==> config.mk <==
export PLATFORM = sky130hd
export DESIGN_NAME = duplex_latch_xcvr
export DESIGN_NICKNAME = d
export VERILOG_FILES = /design/src/rtl/xcvr_pkg.sv /design/src/rtl/xcvr_ctrl.sv /design/src/rtl/xcvr_path.sv /design/src/rtl/duplex_latch_xcvr.sv
export SDC_FILE = /design/constraint.sdc
export NUM_CORES = 1
export LEC_CHECK = 0
export ABC_AREA = 1
export BUFFER_PORTS_ARGS = -buffer_cell sky130_fd_sc_hd__buf_2
export CAP_MARGIN = 0
export CORE_MARGIN = 2
export CORE_UTILIZATION = 38
export CTS_CLUSTER_DIAMETER = 80
export DETAILED_ROUTE_END_ITERATION = 6
export MAX_ROUTING_LAYER = met4
export PLACE_DENSITY_LB_ADDON = 0.15
export SETUP_SLACK_MARGIN = 0.5
export SYNTH_ARGS = -nofsm -noshare
export SYNTH_HDL_FRONTEND = slang
export SYNTH_SLANG_ARGS = --single-unit
==> constraint.sdc <==
create_clock -name clk -period 0.8 [get_ports clk]
set_input_delay 0.12 -clock clk [delete_from_list [all_inputs] [get_ports clk]]
set_output_delay 0.12 -clock clk [all_outputs]
set_load 0.02 [all_outputs]
==> src/rtl/xcvr_pkg.sv <==
package xcvr_pkg;

  localparam int NUM_DIRS = 2;
  localparam int DIR_AB   = 0;
  localparam int DIR_BA   = 1;

  typedef struct packed {
    logic load;
    logic drive;
  } dirStrobe_t;

endpackage

==> src/rtl/xcvr_ctrl.sv <==
module xcvr_ctrl
  import xcvr_pkg::*;
(
  input  logic                          rst_n,
  input  logic [NUM_DIRS-1:0]           ceN,
  input  logic [NUM_DIRS-1:0]           leN,
  input  logic [NUM_DIRS-1:0]           oeN,
  output dirStrobe_t [NUM_DIRS-1:0]     strb
);

  for (genvar d = 0; d < NUM_DIRS; d++) begin : g_dir
    logic loadGateN;
    logic driveGateN;

    // effective load enable is the OR of chip and latch enables
    assign loadGateN = ceN[d] | leN[d];
    assign driveGateN = ceN[d] | oeN[d];

    always_comb begin
      strb[d].load  = rst_n & ~loadGateN;
      strb[d].drive = rst_n & ~driveGateN;
    end
  end

endmodule

==> src/rtl/xcvr_path.sv <==
module xcvr_path
  import xcvr_pkg::*;
#(
  parameter int DATA_W = 8
) (
  input  logic                                clk,
  input  logic                                rst_n,
  input  dirStrobe_t [NUM_DIRS-1:0]           strb,
  input  logic [NUM_DIRS-1:0][DATA_W-1:0]     din,
  output logic [NUM_DIRS-1:0][DATA_W-1:0]     dout,
  output logic [NUM_DIRS-1:0]                 doutEn
);

  for (genvar d = 0; d < NUM_DIRS; d++) begin : g_bank
    logic [DATA_W-1:0] store;

    always_ff @(posedge clk) begin
      if (!rst_n) begin
        store <= '0;
      end else if (strb[d].load) begin
        store <= din[d];
      end
    end

    always_comb begin
      doutEn[d] = strb[d].drive;
      dout[d]   = strb[d].drive ? store : '0;
    end
  end

endmodule

==> src/rtl/duplex_latch_xcvr.sv <==
module duplex_latch_xcvr
  import xcvr_pkg::*;
#(
  parameter int DATA_W = 8
) (
  input  logic              clk,
  input  logic              rst_n,
  input  logic [DATA_W-1:0] aIn,
  input  logic [DATA_W-1:0] bIn,
  input  logic              ceAbN,
  input  logic              leAbN,
  input  logic              oeAbN,
  input  logic              ceBaN,
  input  logic              leBaN,
  input  logic              oeBaN,
  output logic [DATA_W-1:0] aOut,
  output logic              aOutEn,
  output logic [DATA_W-1:0] bOut,
  output logic              bOutEn
);

  dirStrobe_t [NUM_DIRS-1:0]       strb;
  logic [NUM_DIRS-1:0]             ceN, leN, oeN;
  logic [NUM_DIRS-1:0][DATA_W-1:0] din, dout;
  logic [NUM_DIRS-1:0]             doutEn;

  always_comb begin
    ceN[DIR_AB] = ceAbN;  leN[DIR_AB] = leAbN;  oeN[DIR_AB] = oeAbN;
    ceN[DIR_BA] = ceBaN;  leN[DIR_BA] = leBaN;  oeN[DIR_BA] = oeBaN;
    din[DIR_AB] = aIn;
    din[DIR_BA] = bIn;
  end

  xcvr_ctrl u_ctrl (
    .rst_n (rst_n),
    .ceN   (ceN),
    .leN   (leN),
    .oeN   (oeN),
    .strb  (strb)
  );

  xcvr_path #(.DATA_W(DATA_W)) u_path (
    .clk    (clk),
    .rst_n  (rst_n),
    .strb   (strb),
    .din    (din),
    .dout   (dout),
    .doutEn (doutEn)
  );

  assign bOut   = dout[DIR_AB];
  assign bOutEn = doutEn[DIR_AB];
  assign aOut   = dout[DIR_BA];
  assign aOutEn = doutEn[DIR_BA];

endmodule

==> flow_metrics.env, run 1 <==
export IMPL_avgSynthCellArea_um2=6.54
export IMPL_synth_xor_area_share_pct=0
export IMPL_async_flop_share_pct=0
export IMPL_synth_fa_ha_area_share_pct=0
export IMPL_yosys_top_cells_count="nand3_1, nand2_1, inv_1"
export IMPL_ys_seq_area_share_pct=43.0
export IMPL_synth_compound_area_share_pct=0
export IMPL_yosysTopAreaCell="dfxtp_1"
export IMPL_synthSimpleGateAreaFrac_pct=42.3
export IMPL_rows=16
export IMPL_synthMuxAreaShare_pct=0
export IMPL_grt_max_degree=17
export IMPL_synthFlopType="dfxtp_1"
export IMPL_antenna_found_initial=0
export IMPL_synthesis_area_um2=746
export IMPL_grt_repair_worst_endpoint="bOut[7]"
export IMPL_die_x_um=48.3
export IMPL_synth_seq_cells=16
export IMPL_place_port_buffers=41
export IMPL_cts_sinks=16
export IMPL_yosys_cell_count_top_type="nand3_1"
export IMPL_yosys_area_top_type_share_pct=43.0
export IMPL_cts_root_buf="clkbuf_4"
export IMPL_toolErrorMsg="[ERROR DPL-0033] detailed placement checks failed during check placement."
export IMPL_dp_cells=183
export IMPL_die_y_um=48.3
export IMPL_start_util_pct=39.2
export IMPL_worst_endpoint_kind="top-level output"
export IMPL_yosys_warnings=0
export IMPL_ys_types=9
export IMPL_syn_nets=138
export IMPL_lastStage="global routing"
export IMPL_synth_top_family_by_area="simple AND/OR/NAND/NOR gates"
export IMPL_place_gp_congestion=0.781
export IMPL_synth_edf_count=0
export IMPL_dp_slack_ns=-0.129
export IMPL_boundaryPins=42
export IMPL_yosys_top_cells_area="dfxtp_1, nand3_1, nand2_1, inv_1, nor2_1"
export IMPL_htree_levels=1
export IMPL_syn_inst=114
export IMPL_status="did not finish"
export IMPL_cts_buffers=3
export IMPL_clock_tree_buffer_depth=2
export IMPL_dp_hpwl_um=1560
## logic make-up after synthesis
family / count (synthesis)
buffers and inverters: 26
AND/OR/NAND/NOR: 72
flip-flops: 16
## timing repair
action / in CTS
buffers inserted: 15
gates cloned: 2
hold buffers: 0
resized for setup: 86
endpoints found under the setup margin: 34
pin swaps: 30
## through the flow
step           cell area [um2]  setup TNS, ns  hold WS, ns
2_1_floorplan             1120              0        0.245
3_3_place_gp              1350          -2.99        0.342
3_5_place_dp              1350          -3.63        0.352
4_1_cts                   1720          -3.21       0.0421
==> run 2: changes to the inputs <==
- CORE_AREA: not set -> 2 2 63 65
- CORE_MARGIN: 2 -> not set
- CORE_UTILIZATION: 38 -> not set
- CTS_CLUSTER_DIAMETER: 80 -> not set
- DIE_AREA: not set -> 0 0 65 67
- MAX_ROUTING_LAYER: met4 -> not set
- SETUP_SLACK_MARGIN: 0.5 -> not set
- clock period: 0.8 -> 1 ns (I/O delays scaled with it)
==> run 2 against run 1 <==
The run now ends clean; synthesized cell count unchanged; synthesized area unchanged.
==> flow_metrics.env, run 2 <==
export IMPL_grt_max_degree=17
export IMPL_dp_slack_ns=-0.113
export IMPL_slew_headroom_pct=77.2
export IMPL_fin_cells=208
export IMPL_start_util_pct=20.7
export IMPL_synthFlopType="dfxtp_1"
export IMPL_grtUsageMet2_pct=16.8
export IMPL_finalHoldViolCount=0
export IMPL_grt_pass1_wl_um=3420
export IMPL_crit_end="aOut[6]"
export IMPL_synthesis_area_um2=746
export IMPL_grtUsageTotal_pct=10.0
export IMPL_status="complete, no violations"
export IMPL_vias_per_cell=4.05
export IMPL_layout_drive_gt1_share_pct=61.3
export IMPL_htree_levels=1
export IMPL_yosys_area_top_type_share_pct=43.0
export IMPL_fill_cells=424
export IMPL_p_int_mw=1.03
export IMPL_die_area_um2=4360
export IMPL_place_gp_congestion=0.715
export IMPL_largest_register_ffs=16
export IMPL_yosys_top_cells_area="dfxtp_1, nand3_1, nand2_1, inv_1, nor2_1"
export IMPL_first_pass_iters=4
export IMPL_grt_overflow_total=0
export IMPL_place_port_buffers=41
export IMPL_grt_pass1_vias=806
export IMPL_antenna_found_initial=0
export IMPL_yosys_warnings=0
export IMPL_final_cell_mix="nand3_1, buf_2, nand2_1, inv_2, dfxtp_2"
export IMPL_fin_setup_tns_ns=0
export IMPL_place_area_um2=1010
export IMPL_hold_class="input port to flop"
export IMPL_crit_chain="inv_2 -> nor2_4 -> buf_6"
export IMPL_cts_buffers=3
export IMPL_die_x_um=65
export IMPL_yosys_top_cells_count="nand3_1, nand2_1, inv_1"
export IMPL_largest_register="u_path.g_bank.store"
export IMPL_reg_largest_list="u_path.g_bank.store x16"
export IMPL_busiest_layer="met2"
export IMPL_p_leak_nw=0.600
export IMPL_fin_ws_ns=0.0154
export IMPL_syn_to_final_growth_pct=64.4
export IMPL_yosys_cell_count_top_type="nand3_1"
export IMPL_crit_fanout=2
export IMPL_antenna_cells=0
export IMPL_reg2regPathDepth=2
export IMPL_skew_ns=0
export IMPL_netSwitchingFraction_pct=25.4
export IMPL_synth_seq_cells=16
export IMPL_drv_cap=0
export IMPL_worst_pin_slew_ns=0.342
export IMPL_setup_viol=0
export IMPL_ant_nets=0
export IMPL_ys_seq_area_share_pct=43.0
export IMPL_rsz0062_at_grt="yes"
export IMPL_vdd_drop_max_mv=0.753
export IMPL_p_sw_uw=351
export IMPL_period_needed_ns=0.985
export IMPL_dp_cells=203
export IMPL_cp_data_required_time_ns=0.85
export IMPL_drtIter0Drc=33
export IMPL_crit_type="flop to primary output"
export IMPL_cp_slowest_cell="dfxtp_2"
export IMPL_post_drt_wl_per_cell_um=9.95
export IMPL_yosysTopAreaCell="dfxtp_1"
export IMPL_boundaryPins=42
export IMPL_design_area_um2=1230
export IMPL_path_clk_slew_ns=0.06
export IMPL_pwr_share_seq_pct=50.2
export IMPL_grtUsageMet3_pct=5.07
export IMPL_rows=22
export IMPL_synth_edf_count=0
export IMPL_drc_errors=0
export IMPL_syn_inst=114
export IMPL_final_max_slew_violation_count=0
export IMPL_crit_path_max_incr_delay_ns=0.33
export IMPL_cp_end_kind="primary output"
export IMPL_cts_tree="built"
export IMPL_period_share_pct=98.5
export IMPL_ff2ff_setup_slack_ns=0.44
export IMPL_r2r_end="u_path.g_bank[1].store[7]"
export IMPL_arrival_ns=0.83
export IMPL_die_y_um=67
export IMPL_cts_root_buf="clkbuf_8"
export IMPL_final_common_cell="nand3_1"
export IMPL_clockPowerShare_pct=33.8
export IMPL_reg2reg_from="u_path.g_bank[1].store[7]"
export IMPL_drt_total_wl_um=2070
export IMPL_syn_nets=138
export IMPL_ys_types=9
export IMPL_final_nets=186
export IMPL_fmaxAchievable_mhz=1020
export IMPL_min_from="bIn[3]"
export IMPL_cellPowerDensity_nw_per_um2=1130
export IMPL_crit_start="u_path.g_bank[1].store[6]"
export IMPL_avgSynthCellArea_um2=6.54
export IMPL_clock_tree_buffer_depth=2
export IMPL_coreArea_um2=3610
export IMPL_whs_ns=0.126
export IMPL_worst_setup_path_start_kind="flop"
export IMPL_async_flop_share_pct=0
export IMPL_met1_usage_pct=11.7
export IMPL_cts_sinks=16
export IMPL_dp_hpwl_um=1510
export IMPL_combPwrFrac_pct=16.0
export IMPL_via_count=842
export IMPL_clkLatencyLatePin_ns=0.24
[run 2: repair_timing]
item | in CTS | in global routing
endpoints found under the setup margin | 17 | 18
gates cloned | 1 | 1
resized for setup | 35 | 41
hold buffers | 0 | 0
buffers inserted | 0 | 0
pin swaps | 6 | 16
[run 2: logic make-up after synthesis]
logic type | Yosys count | share of synthesized area (%)
buffers and inverters | 26 | 14.8
flip-flops | 16 | 43.0
AND/OR/NAND/NOR | 72 | 42.3
[run 2: metal layers]
layer	wire length (um)	up-vias	part of all wire (%)
met5	0	-	0
met4	13	0	0.63
met3	244	2	12
met2	918	36	44
met1	892	361	43
li1	-	443	-
[run 2: how the worst min path moves through the flow]
stage / end / slack [ns] / cells after the start
6_report: u_path.g_bank[1].store[3] / 0.13 / 3
5_1_grt: u_path.g_bank[0].store[2] / 0.14 / 3
4_1_cts: u_path.g_bank[1].store[3] / 0.13 / 3
3_5_place_dp: u_path.g_bank[1].store[3] / 0.38 / 3
3_3_place_gp: u_path.g_bank[1].store[2] / 0.38 / 3
2_1_floorplan: u_path.g_bank[0].store[0] / 0.29 / 2
[run 2: power by group through the flow]
stage,Combinational (mW),Clock (mW),Sequential (mW)
3_3_place_gp,0.183,0,0.697
5_1_grt,0.247,0.521,0.697
4_1_cts,0.196,0.487,0.689
6_report,0.221,0.467,0.695
3_5_place_dp,0.186,0,0.698
2_1_floorplan,0.103,0,0.695
[run 2: metrics by stage]
step | power, mW | utilization [%]
6_report | 1.38 | 34.0
4_1_cts | 1.37 | 31.2
5_1_grt | 1.47 | 34.0
2_1_floorplan | 0.798 | -
3_3_place_gp | 0.880 | 28.1
3_5_place_dp | 0.884 | 28.1
[run 2: cell type report]
| cell class | instances | area [um2] | share of cell area (%) |
|---|---|---|---|
| Inverter | 22 | 82.6 | 6.73 |
| Sequential cell | 16 | 340 | 27.8 |
| Timing Repair Buffer | 45 | 302 | 24.6 |
| Tap cell | 48 | 60.1 | 4.90 |
| Clock buffer | 3 | 41.3 | 3.37 |
| Multi-Input combinational cell | 74 | 400 | 32.7 |
[run 2: critical path, delay by kind of cell, from the launching register on]
kind / cells / cell delay, ns
flops: 1 / 0.33
buf+inv: 2 / 0.16
simple gates: 1 / 0.10
Note: power is estimated with default switching activity, not from simulation.
